**src/rtl/bimux_pkg.sv**
```systemverilog
package bimux_pkg;
  localparam int LANES  = 4;
  localparam int SLOT_W = 2;

  typedef logic [SLOT_W-1:0] slot_t;

  // Advance the round-robin slot: A, B, C, D, then back to A.
  function automatic slot_t next_slot(input slot_t s);
    return (s == slot_t'(LANES - 1)) ? slot_t'(0) : s + slot_t'(1);
  endfunction

  // One-hot mask of a single lane.
  function automatic logic [LANES-1:0] lane_mask(input slot_t s);
    return LANES'(1) << s;
  endfunction
endpackage

```
**src/rtl/bimux_slot_gen.sv**
```systemverilog
module bimux_slot_gen
  import bimux_pkg::*;
(
  input  logic  clk,
  input  logic  rst_n,
  input  logic  sync_rst_n,
  output slot_t slot,
  output logic  slot_last,
  output logic  lane_clk
);
  always_ff @(posedge clk or negedge rst_n) begin
    if (!rst_n)           slot <= '0;
    else if (!sync_rst_n) slot <= '0;
    else                  slot <= next_slot(slot);
  end

  assign slot_last = (slot == slot_t'(LANES - 1));
  // High for the first half of each lane period.
  assign lane_clk  = (slot < slot_t'(LANES / 2));

  // the slot counter wraps from the last slot to slot 0
  p_slot_wrap_r1: assert property (@(posedge clk) disable iff (!rst_n)
    (sync_rst_n && slot_last) |=> (slot == '0));
  // outside a realign the slot counter steps by one
  p_slot_step_r1: assert property (@(posedge clk) disable iff (!rst_n)
    (sync_rst_n && !slot_last) |=> (slot == $past(slot) + slot_t'(1)));
  // a realign returns the slot counter to 0
  p_slot_realign_r7: assert property (@(posedge clk) disable iff (!rst_n)
    !sync_rst_n |=> (slot == '0));
endmodule

```
**src/rtl/bimux_lane_fifo.sv**
```systemverilog
module bimux_lane_fifo #(
  parameter int W     = 9,
  parameter int DEPTH = 8
) (
  input  logic                       clk,
  input  logic                       rst_n,
  input  logic                       clr,
  input  logic                       wr_en,
  input  logic [W-1:0]               wr_data,
  input  logic                       rd_en,
  output logic [W-1:0]               rd_data,
  output logic [$clog2(DEPTH+1)-1:0] count,
  output logic                       empty
);
  localparam int AW    = (DEPTH > 1) ? $clog2(DEPTH) : 1;
  localparam int CNT_W = $clog2(DEPTH + 1);

  logic [W-1:0]  mem [DEPTH];
  logic [AW-1:0] wp, rp;
  logic          full, do_wr, do_rd;

  function automatic logic [AW-1:0] ptr_inc(input logic [AW-1:0] p);
    return (p == AW'(DEPTH - 1)) ? '0 : p + AW'(1);
  endfunction

  assign full  = (count == CNT_W'(DEPTH));
  assign empty = (count == '0);
  assign do_wr = wr_en && !full && !clr;
  assign do_rd = rd_en && !empty && !clr;

  always_ff @(posedge clk) begin
    if (do_wr) mem[wp] <= wr_data;
  end

  always_ff @(posedge clk or negedge rst_n) begin
    if (!rst_n) begin
      wp <= '0; rp <= '0; count <= '0;
    end else if (clr) begin
      wp <= '0; rp <= '0; count <= '0;
    end else begin
      if (do_wr) wp <= ptr_inc(wp);
      if (do_rd) rp <= ptr_inc(rp);
      case ({do_wr, do_rd})
        2'b10:   count <= count + CNT_W'(1);
        2'b01:   count <= count - CNT_W'(1);
        default: count <= count;
      endcase
    end
  end

  assign rd_data = mem[rp];

  // occupancy never exceeds the depth
  p_no_overflow_r2: assert property (@(posedge clk) disable iff (!rst_n)
    count <= CNT_W'(DEPTH));
  // a write into a full FIFO without a read leaves it full, not wrapped
  p_full_drop_r2: assert property (@(posedge clk) disable iff (!rst_n)
    (!clr && full && wr_en && !rd_en) |=> full);
  // the reader never pops an empty FIFO
  p_no_underflow_r4: assert property (@(posedge clk) disable iff (!rst_n)
    rd_en |-> !empty);
  // a clear empties the FIFO
  p_clr_empty_r7: assert property (@(posedge clk) disable iff (!rst_n)
    clr |=> empty);
endmodule

```
**src/rtl/bimux_merge.sv**
```systemverilog
module bimux_merge
  import bimux_pkg::*;
#(
  parameter int W = 8
) (
  input  logic                 clk,
  input  logic                 rst_n,
  input  logic                 clr,
  input  logic                 run,
  input  slot_t                slot,
  input  logic [LANES-1:0]     empty,
  input  logic [LANES-1:0][W:0] heads,
  output logic [LANES-1:0]     rd_en,
  output logic [W-1:0]         out_byte,
  output logic                 out_vld,
  output slot_t                out_lane,
  output logic [LANES-1:0]     perr
);
  // Odd parity: the data bits plus the parity bit hold an odd count of ones.
  function automatic logic odd_parity_ok(input logic [W:0] v);
    return ^v;
  endfunction

  logic       take;
  logic [W:0] cur;
  logic       bad;

  assign cur  = heads[slot];
  assign take = run && !empty[slot];
  assign bad  = !odd_parity_ok(cur);
  assign rd_en = take ? lane_mask(slot) : '0;

  always_ff @(posedge clk or negedge rst_n) begin
    if (!rst_n) begin
      out_vld <= 1'b0; out_byte <= '0; out_lane <= '0; perr <= '0;
    end else if (clr) begin
      out_vld <= 1'b0; out_byte <= '0; out_lane <= '0; perr <= '0;
    end else begin
      out_vld <= take;
      if (take) begin
        out_byte    <= cur[W-1:0];
        out_lane    <= slot;
        perr[slot]  <= bad;
      end
    end
  end

  // no output byte unless reading was enabled
  p_start_gate_r3: assert property (@(posedge clk) disable iff (!rst_n)
    out_vld |-> $past(run));
  // back-to-back output bytes come from consecutive lanes
  p_lane_order_r4: assert property (@(posedge clk) disable iff (!rst_n)
    (out_vld && $past(out_vld)) |-> (out_lane == next_slot($past(out_lane))));
  // only the lane just output may change its error flag
  p_perr_own_lane_r6: assert property (@(posedge clk) disable iff (!rst_n)
    out_vld |-> ((perr & ~lane_mask(out_lane)) == ($past(perr) & ~lane_mask(out_lane))));
  // a realign clears the output and the flags
  p_realign_quiet_r7: assert property (@(posedge clk) disable iff (!rst_n)
    clr |=> (!out_vld && (perr == '0)));
endmodule

```
**src/rtl/bimux_top.sv**
```systemverilog
module bimux_top
  import bimux_pkg::*;
#(
  parameter int DATA_W      = 8,
  parameter int FIFO_DEPTH  = 8,
  parameter int START_LEVEL = 2
) (
  input  logic                    clk,
  input  logic                    rst_n,
  input  logic                    sync_rst_n,
  input  logic [LANES-1:0]        lane_wr,
  input  logic [LANES*DATA_W-1:0] lane_data,
  input  logic [LANES-1:0]        lane_par,
  input  logic                    pulse_in,
  output logic                    lane_clk,
  output logic [DATA_W-1:0]       out_byte,
  output logic                    out_vld,
  output logic [SLOT_W-1:0]       out_lane,
  output logic [LANES-1:0]        perr,
  output logic                    read_out
);
  localparam int CNT_W = $clog2(FIFO_DEPTH + 1);
  localparam int ENT_W = DATA_W + 1;

  slot_t                    slot;
  logic                     slot_last;
  logic                     clr;
  logic                     run;
  logic [LANES-1:0]         ready;
  logic [LANES-1:0]         empty;
  logic [LANES-1:0]         rd_en;
  logic [LANES-1:0][DATA_W:0] heads;

  assign clr = !sync_rst_n;

  bimux_slot_gen u_slot (
    .clk        (clk),
    .rst_n      (rst_n),
    .sync_rst_n (sync_rst_n),
    .slot       (slot),
    .slot_last  (slot_last),
    .lane_clk   (lane_clk)
  );

  for (genvar i = 0; i < LANES; i++) begin : g_lane
    logic [CNT_W-1:0] cnt;
    bimux_lane_fifo #(.W(ENT_W), .DEPTH(FIFO_DEPTH)) u_fifo (
      .clk     (clk),
      .rst_n   (rst_n),
      .clr     (clr),
      .wr_en   (lane_wr[i]),
      .wr_data ({lane_par[i], lane_data[i*DATA_W +: DATA_W]}),
      .rd_en   (rd_en[i]),
      .rd_data (heads[i]),
      .count   (cnt),
      .empty   (empty[i])
    );
    assign ready[i] = (cnt >= CNT_W'(START_LEVEL));
  end

  // Reading starts on a slot boundary once every lane has its margin.
  always_ff @(posedge clk or negedge rst_n) begin
    if (!rst_n)                     run <= 1'b0;
    else if (clr)                   run <= 1'b0;
    else if (slot_last && (&ready)) run <= 1'b1;
  end

  bimux_merge #(.W(DATA_W)) u_merge (
    .clk      (clk),
    .rst_n    (rst_n),
    .clr      (clr),
    .run      (run),
    .slot     (slot),
    .empty    (empty),
    .heads    (heads),
    .rd_en    (rd_en),
    .out_byte (out_byte),
    .out_vld  (out_vld),
    .out_lane (out_lane),
    .perr     (perr)
  );

  always_ff @(posedge clk or negedge rst_n) begin
    if (!rst_n) read_out <= 1'b0;
    else        read_out <= pulse_in;
  end

  // reading begins only with every lane at its start level
  p_run_needs_level_r3: assert property (@(posedge clk) disable iff (!rst_n)
    $rose(run) |-> $past(&ready));
  // the first read after a start is lane A
  p_first_slot_a_r4: assert property (@(posedge clk) disable iff (!rst_n)
    $rose(run) |-> (slot == '0));
  // the pulse output is the input one cycle late
  p_pulse_delay_r8: assert property (@(posedge clk) disable iff (!rst_n)
    $past(rst_n) |-> (read_out == $past(pulse_in)));
endmodule

```
**config.mk**
```make
export PLATFORM = sky130hd
export DESIGN_NAME = bimux_top
export DESIGN_NICKNAME = d
export VERILOG_FILES = /design/src/rtl/bimux_pkg.sv /design/src/rtl/bimux_slot_gen.sv /design/src/rtl/bimux_lane_fifo.sv /design/src/rtl/bimux_merge.sv /design/src/rtl/bimux_top.sv
export SDC_FILE = /design/constraint.sdc
export NUM_CORES = 1
export LEC_CHECK = 0
export BUFFER_PORTS_ARGS = -buffer_cell sky130_fd_sc_hd__buf_2
export CAP_MARGIN = 25
export CORE_MARGIN = 4
export CORE_UTILIZATION = 35
export CTS_CLUSTER_DIAMETER = 40
export CTS_CLUSTER_SIZE = 14
export DETAILED_ROUTE_END_ITERATION = 10
export GPL_TIMING_DRIVEN = 0
export SYNTH_ARGS = -nofsm -noshare
export SYNTH_HDL_FRONTEND = slang
export SYNTH_HIERARCHICAL = 1
export SYNTH_SLANG_ARGS = --single-unit
```
**constraint.sdc**
```tcl
create_clock -name clk -period 3.3 [get_ports clk]
set_input_delay 0.495 -clock clk [delete_from_list [all_inputs] [get_ports clk]]
set_output_delay 0.495 -clock clk [all_outputs]
set_load 0.02 [all_outputs]
```
; Word-level counts from Yosys, hierarchy flattened
; Memory sizes are Yosys's and may differ from the RTL's.
; Cells that the tools add are included.
[word_totals]
ff_bits = 59
mem_bits_rw = 288
inputBits = 44
output_inout_bits = 17
word_cells = 177
memories = 4
[mem_list]
columns = name, depth, width, rd, rd_clocked_by_memory_dff, write_ports, line
row1 = g_lane[0].u_fifo.mem, 8, 9, 1, 0, 1, bimux_lane_fifo.sv:18  ; logic [W-1:0] mem [DEPTH];
row2 = g_lane[1].u_fifo.mem, 8, 9, 1, 0, 1, bimux_lane_fifo.sv:18
row3 = g_lane[2].u_fifo.mem, 8, 9, 1, 0, 1, bimux_lane_fifo.sv:18
row4 = g_lane[3].u_fifo.mem, 8, 9, 1, 0, 1, bimux_lane_fifo.sv:18
[op_classes]
addsub = 17
order_cmp = 7
n_eq_ne = 35
shifts = 1
mux = 59
reduce_logical = 35
[ops]
columns = cell, count
row1 = 3-bit two-way mux, 24
row2 = 4-bit one-hot mux with 2 select lines, 4
row3 = 4-bit two-way mux, 7
row4 = 3-bit by 1-bit adder with 3-bit output (second input constant), 8
row5 = 3-bit equality test (second input constant), 8
row6 = 2-bit by 1-bit != test with 1-bit output (second input constant), 10
row7 = 1-bit logical AND, 19
row8 = 9-bit binary-select mux with 2-bit select, 1
row9 = 4-bit by 1-bit adder with 4-bit output (second input constant), 4
row10 = 4-bit equality test (second input constant), 4
row11 = 4-bit by 2-bit >= comparator with 1-bit output (second input constant), 4
row12 = 4-bit logical NOT, 4
row13 = 8-bit two-way mux, 2
row14 = 4-bit by 1-bit subtractor with 4-bit output (second input constant), 4
row15 = 1-bit two-way mux, 13
row16 = 3-bit by 1-bit != test with 1-bit output (second input constant), 4
row17 = 2-bit equality test (second input constant), 5
row18 = 1-bit logical NOT, 10
row19 = 9-bit two-way mux, 1
row20 = 9-bit parity, 1
row21 = 2-bit by 1-bit equality test with 1-bit output (second input constant), 4
row22 = 2-bit two-way mux, 4
row23 = 4-bit bitwise mux, 1
row24 = 4-bit AND reduction, 1
row25 = other kinds (7), 7

; Longest topological paths before layout
; Gate-level depths: netlist (run 1).
[logic_depth]
ltp_word = 11
depth_mapped = 11
ltp_nobuf = 10

; Hierarchy
; The synthesis (run 1) kept the hierarchy.
[modules_own_cells]
columns = mod, instances, cells_per_inst, area_each_um2, seq_area_each_um2
row1 = bimux_lane_fifo at g_lane[1].u_fifo ..., 3, 183, 3445.8, 2412.3
row2 = bimux_lane_fifo at g_lane[0].u_fifo, 1, 184, 3448.3, 2412.3
row3 = bimux_merge, 1, 74, 983.4, 375.4
row4 = bimux_top, 1, 9, 97.6, 50.0
row5 = bimux_slot_gen, 1, 6, 86.3, 50.0

; Least setup slack after synthesis (run 1)
; Ideal clock, no wire load.
[synth_path]
kind = flip-flop to flip-flop
from = register u_slot.slot[0]
to = register g_lane[0].u_fifo.count[3]
setup_ns = 0.132
t_arrival_ns = 3.303
required_ns = 3.168
setup_slack_ns = -0.135
stages_incl_launch_ff = 12
path_buffers = 2
period_less_slack_ns = 3.435
path_cell_list = dfrtp_1 buf_6 buf_6 nor4b_1 o41ai_4 a21oi_2 nor2b_1 ha_1 a21o_2 a21oi_1 nor3b_1 or3b_1
[synth_via]
elab_chain_len = 10
elab_cells_between_ends = 13
cone_classes = eq/ne: 3 / shift: 1 / mux: 5 / reduce/logical: 4
[synth_rtl]
columns = item, line
row1 = from (decl), bimux_slot_gen.sv:7  ; output slot_t slot,
row2 = from (signal assigned), bimux_slot_gen.sv:14  ; else slot <= next_slot(slot);
row3 = 1-bit binary-select mux with 2-bit select, bimux_merge.sv:29  ; assign take = run && !empty[slot];
row4 = 1-bit two-way mux (implied by the code), bimux_merge.sv:29
row5 = 1-bit logical NOT, bimux_merge.sv:29
row6 = 1-bit logical AND, bimux_merge.sv:29
row7 = 4-bit two-way mux (*), bimux_merge.sv:31  ; assign rd_en = take ? lane_mask(slot) : '0;
row8 = via rd_en[0], bimux_top.sv:31  ; logic [LANES-1:0] rd_en;
row9 = 1-bit logical AND (*) (2 in a row), bimux_lane_fifo.sv:29  ; assign do_rd = rd_en && !empty && !clr;
row10 = 2-bit by 1-bit equality test with 1-bit output or 2-bit equality test (tied branches), bimux_lane_fifo.sv:43  ; case ({do_wr, do_rd})
row11 = 4-bit one-hot mux with 2 select lines, bimux_lane_fifo.sv:43
row12 = 4-bit two-way mux, bimux_lane_fifo.sv:38  ; end else if (clr) begin
row13 = to (signal assigned), bimux_lane_fifo.sv:44  ; 2'b10: count <= count + CNT_W'(1);
row14 = to (signal assigned), bimux_lane_fifo.sv:45  ; 2'b01: count <= count - CNT_W'(1);
row15 = to (signal assigned), bimux_lane_fifo.sv:46  ; default: count <= count;
row16 = to (decl), bimux_lane_fifo.sv:12  ; output logic [$clog2(DEPTH+1)-1:0] count,
; Mark *: on every way through the listed nets, which the timed path passes. The rest lies on a longest branch. The select of a mux whose other input is x is not followed.
; A chain may end at the register's enable or synchronous reset.

==> run metrics, run 1 <==
Initial DRC Count 507; Worst slew margin about 28%; Final Wtd Congestion about 0.76; clock sinks 347; vias 7,883; Die Span Y 214.7 um; CP required approximately 3800 ps; Buffers & Inverters on Critical Path 2; worst vdd ir just under 0.4 mV; syn avg cell area 18.19 um^2; vias in the first global route 8,086; P_leak ~0.0065 uW; Yosys warning total 6; Max Slew Vio Count 0; 1st-pass router iterations 7; fill cell count 3,685; design area around 0.018 mm^2; Worst-path clk slew 60 ps; Final period util 95.88%; minimum clock period 3164 ps; max incr delay on CP 490 ps; largest net degree at the start of global routing 60; initial antenna violation count 2; share of cells above drive strength 1 35.71%; Critical Path Slowest Stage Cell mux4_2; Synth top area share between 50% and 60%; crit end category flop; Die ar. ~0.046 mm^2; final clock skew 26.86 ps; Reg2Reg Setup Slack approximately 140 ps; initial core utilization 35.49%; RSZ-0062 raised after global routing no; Slew @ Worst Pin 1081 ps; final hold vios 0; area leader, netlist edfxtp_1; Detailed Place HPWL 20,670 um; status complete, no violations; TritonCTS clock tree done; P per Cell Area 613.6 mW/mm^2; Core Footprint ~0.042 mm^2; clock buffer depth 3; placed insts 1,420; FMAX 316.1 MHz; Worst Slack Setup Final 136.1 ps; Post-synth EDFFs 288; dpl ws -547.7 ps; Max Cap Viol 0; Cell Area, Synth about 0.015 mm^2; IO Port Bufs 56; top cells by instance count after synthesis edfxtp_1 (288), mux4_2 (79), nor2_1 (67); Worst path most repeated cell mux4_2; Root Driver clkbuf_16; Synth Register Bits roughly 350; final std cells w/o fill between 1,500 and 2,000; register area share after synthesis just under 70%; Area Growth Syn to Fin 21.34%; Mapped Cells 822; worst-skew pair later-pin latency 590 ps; Rows 75; CP max FO 10; CP Class reg -> reg; CTS buffer count 54; worst hold path class in -> async; most common cell in the netlist edfxtp_1; syn nets about 900; wire per inst 20.76 um; drt total wl 31,840 um; Vias/cell 5.139; DRC 0; asr flop ratio synth around 17%; CP Data Arrival Time 3630 ps; Synth Flop Type edfxtp_1; Startpoint Class flop; CTS H-tree lvls 2; Power, Total 11,130 uW; GRT Util Overall 13.92%; Antenna Nets Post-Route 0; Final Util 43.06%; Placed Area 0.01599 mm^2; CP top delay family multiplexers; grt ovf 0; final setup vio count 0; Ports ~60; post-synthesis cell type count 46; CP Cell Sequence clkbuf_4 -> buf_6 -> mux4_2 -> mux2_2 -> mux4_2 -> xor2_1 -> xnor3_2 -> xnor2_4 -> a211oi_1; # nets final 1,024; Synth area leaders edfxtp_1 (58%), mux4_2 (12%), dfrtp_1 (9.9%); Die X roughly 210 um; first-pass GRT wire length 49,760 um
-- registers in the layout, summed over array words and instances (netlist names) --
| name | count |
|---|---|
| u_merge/perr | 4 |
| g_lane.u_fifo/count | 16 |
| read_out | 1 |
| g_lane.u_fifo/mem | 288 |
| u_slot/slot | 2 |
| u_merge/out_lane | 2 |
| u_merge/out_byte | 8 |
| g_lane.u_fifo/wp | 12 |
| run | 1 |
| u_merge/out_vld | 1 |
| g_lane.u_fifo/rp | 12 |
-- path summary, 6_finish.rpt --
check                                       start                          to  depth (start not counted)
setup / recovery           g_lane[0].u_fifo/rp[1]             u_merge/perr[3]                          9
hold / removal                              rst_n      g_lane[2].u_fifo/wp[0]                          1
setup reg to reg           g_lane[0].u_fifo/rp[1]             u_merge/perr[3]                          9
hold reg to reg                    u_slot/slot[0]              u_slot/slot[0]                          1
max in group asynchronous                   rst_n      g_lane[3].u_fifo/rp[0]                          1
min in group clk                    lane_data[21]  g_lane[2].u_fifo/mem[0][5]                          1
-- report_power, final --
group	internal [uW]	total, uW	switching, uW
registers	4830	4890	65.7
logic	252	585	333
clock network	3460	5650	2190
total	8540	11100	2590
-- metal layers --
| layer | GRT usage, % | part of all wire (%) |
|---|---|---|
| met5 | 0 | 0.041 |
| met1 | 19.88 | 46 |
| met3 | 3.263 | 5.3 |
| met2 | 21.36 | 46 |
| met4 | 4.171 | 2.1 |
-- what timing repair did --
| item | 4_1_cts | 5_1_grt |
|---|---|---|
| endpoints found under the setup margin | 10 | 8 |
| resized for setup | 26 | 33 |
| hold endpoints to repair | 1 | 0 |
| hold buffers | 1 | 0 |
| buffers inserted | 2 | 3 |
| pin swaps | 2 | 2 |
-- final cells by class --
cell class              count  area, um^2  area share, %
repair buffers             73       424.2          2.338
clock buffers              57        1384          7.627
flip-flops and latches    347       10130          55.85
well taps                 539       674.4          3.717
plain buffers              41       344.1          1.896
multi-input cells         432        4711          25.96
diodes                      1       2.502        0.01379
inverters                   2       7.507        0.04138
clock inverters            42       462.9          2.552
-- layout by cell type (no fill, tap or decap), types with 10 or more instances in the layout --
cell type / synthesis / routed
mux2i_1: 28 / 28
mux4_2: 79 / 79
nor3_1: 20 / 11
clkbuf_16: 0 / 55
nor2_1: 67 / 67
buf_4: 0 / 16
nand2b_1: 13 / 13
edfxtp_1: 288 / 288
dfrtp_1: 59 / 52
clkbuf_1: 13 / 11
ha_1: 25 / 25
mux2_2: 36 / 36
inv_8: 0 / 10
buf_6: 6 / 13
a21oi_1: 22 / 22
a211oi_1: 13 / 13
nand2_1: 26 / 26
buf_2: 18 / 60
-- cell families (layout without fill, tap and decap cells) --
kind of cell | Yosys count | after routing | synth area share [%]
flip-flops | 347 | 347 | 67.71
AND/OR/NAND/NOR | 181 | 181 | 6.393
multiplexers | 146 | 146 | 17.01
AO/OA/AOI/OAI | 61 | 61 | 3.598
buffers and inverters | 43 | 215 | 1.531
adder cells (fa/ha/maj) | 29 | 29 | 2.627
XOR/XNOR | 15 | 15 | 1.130
other | 0 | 1 | 0
-- per-stage QoR --
| step | hold WS, ps | setup TNS (ps) |
|---|---|---|
| detailed placement | 506.9 | -3262 |
| finish | 12.00 | 0 |
| CTS | 19.60 | 0 |
| global route | 62.89 | 0 |
| global placement | 497.0 | -2910 |
| floorplan | 199.4 | 0 |
(Power assumes the default switching activity.)
==> run 2, diff against run 1 <==
- CORE_UTILIZATION: 35 -> 39
==> run 2 against run 1 <==
  * Global-route usage grew 1.9 points
  * Register-to-register slack worse by 30 ps
  * Via count is 0.53% higher
  * Clock power shrank 3%
  * Clock skew grew 19 ps
  * Die area fell by 9.9%
  * Non-clock buffer count grew 7
  * Fmax shrank 0.93%
  * Worst setup slack worse by 30 ps
  * Sequential share of layout area is 0.11 points higher
  * Clock-buffer cell count decreased by 2
  * First-iteration DRC count is 6.5% lower
==> run metrics, run 2 (same netlist as run 1, synthesis figures left out) <==
RR Endpoint u_merge/perr[1]; CP Data Arrival Time approximately 3600 ps; TritonCTS clock tree done; CTS H-tree lvls 2; Startpoint Class flop; Biggest register g_lane.u_fifo/mem; Antenna Nets Post-Route 0; largest net degree at the start of global routing 60; sequential power share between 40 and 50%; Ports between 60 and 70; clock sinks 347; Die X 203.8 um; Rows 71; CP required 3690 ps; clock buffer depth 3; Die Span Y 203.8 um; Die ar. between 0.04 and 0.05 mm^2; max reg flops 288; cell-internal power 8456 uW; biggest regs g_lane.u_fifo/mem: 288 flops, g_lane.u_fifo/count: 16 flops; CP Class reg -> reg; vias in the first global route approximately 8,000; initial antenna violation count 1; initial core utilization approximately 40%; minimum clock period 3194 ps; worst vdd ir 0.4378 mV; DRC 0; grt ovf 0; Gate power share around 5.4%; CTS buffer count 50; Sw Pwr 2499 uW; Diodes inserted 0; Slew @ Worst Pin a little over 1000 ps; Max Slew Vio Count 0; Worst slew margin roughly 32%; Final period util 96.78%; final setup vio count 0; Worst-path clk slew 60 ps; worst-skew pair later-pin latency 590 ps; Area Growth Syn to Fin 21.10%; drt total wl 32,580 um; final clock skew 46.07 ps; Reg2Reg Setup Slack 110 ps; P per Cell Area 605.0 mW/mm^2; Detailed Place HPWL 20,910 um; GRT Util Overall 15.78%; # nets final between 1,000 and 1,500; CP max FO 10; vias 7,925; Core Footprint ~0.038 mm^2; R2R depth 8; most common cell after layout, fill and taps aside edfxtp_1; worst hold path class in -> async; hold buffers post-CTS 0; 1st-pass router iterations 5; Max Cap Viol 0; IO Port Bufs 56; final hold vios 0; Sum Neg Setup Slack 0 ps; worst r2r src g_lane[2].u_fifo/rp[0]; Initial DRC Count around 470; wire per inst 21.64 um; share of cells above drive strength 1 36.18%; CP top delay family multiplexers; Placed Area around 0.016 mm^2; crit end category flop; most frequent cells in the layout edfxtp_1 (288), mux4_2 (79), nor2_1 (67), buf_2 (60), dfrtp_1 (52); max incr delay on CP just under 600 ps; clock network fraction of design power around half; FMAX 313.1 MHz; status complete, no violations; Sw Ratio 22.81%; Vias/cell roughly 5.3; first-pass GRT wire length 49,740 um; design area around 0.018 mm^2; Final Wtd Congestion 0.7365; WHS ~6.0 ps; Critical Path Slowest Stage Cell mux4_1; P_leak roughly 0.0065 uW; Root Driver clkbuf_16; CP Cell Sequence buf_8 -> mux4_2 -> mux2_2 -> mux4_1 -> xnor2_2 -> xnor3_2 -> xnor2_4 -> a211oi_1; Buffers & Inverters on Critical Path 1
[run 2: area by class of cell]
class                   count  area (um^2)
fillers                  3138        19650
well taps                 511        639.4
plain buffers              41        354.1
inverters                   2        7.507
multi-input cells         432         4718
repair buffers             80        493.0
clock buffers              55         1290
flip-flops and latches    347        10130
clock inverters            38        473.0
[run 2: power groups by stage]
stage               Clock [uW]  Combinational (uW)  Sequential [uW]
floorplan                    0                 361             4960
global placement             0                 539             4980
detailed placement           0                 554             4980
CTS                       5590                 592             4890
global route              5820                 642             4900
finish                    5470                 591             4890
[run 2: how the worst max path moves through the flow]
stage | startpoint | slack, ps | cells past startpoint | end
6_report | g_lane[2].u_fifo/rp[0] | 110 | 8 | u_merge/perr[1]
4_1_cts | g_lane[2].u_fifo/rp[0] | 30 | 8 | u_merge/perr[2]
5_1_grt | g_lane[3].u_fifo/rp[0] | -1 | 8 | u_merge/perr[1]
3_5_place_dp | u_slot/slot[1] | -520 | 11 | g_lane[3].u_fifo/count[3]
3_3_place_gp | g_lane[0].u_fifo/rp[1] | -450 | 9 | u_merge/perr[3]
2_1_floorplan | u_slot/slot[1] | 120 | 11 | g_lane[3].u_fifo/count[3]
[run 2: layer usage]
metal  part of all wire [%]  wire length (um)  vias up  global-route usage (%)
met5                  0.040                13        -                       0
met4                    2.1               683        2                   4.457
met3                    6.0              1942       43                   4.570
met2                     47             15300      184                   24.40
met1                     45             14640     4102                   22.06
li1                       -                 -     3594                       -
[run 2: metrics by stage]
stage / setup WS, ps / utilization [%] / instances / power, uW
5_1_grt: -1.109 / 47.96 / 1506 / 11370
4_1_cts: 26.28 / 47.36 / 1491 / 11070
6_report: 106.2 / 47.96 / 1506 / 10950
2_1_floorplan: 123.1 / - / 822 / 5325
3_5_place_dp: -515.2 / 42.37 / 1395 / 5534
3_3_place_gp: -453.2 / 42.07 / 1389 / 5515
[run 2: timing repair]
action | CTS | global route
gates resized for setup | 28 | 36
setup buffers | 3 | 2
pin swaps | 3 | 2
setup endpoints to repair | 10 | 8
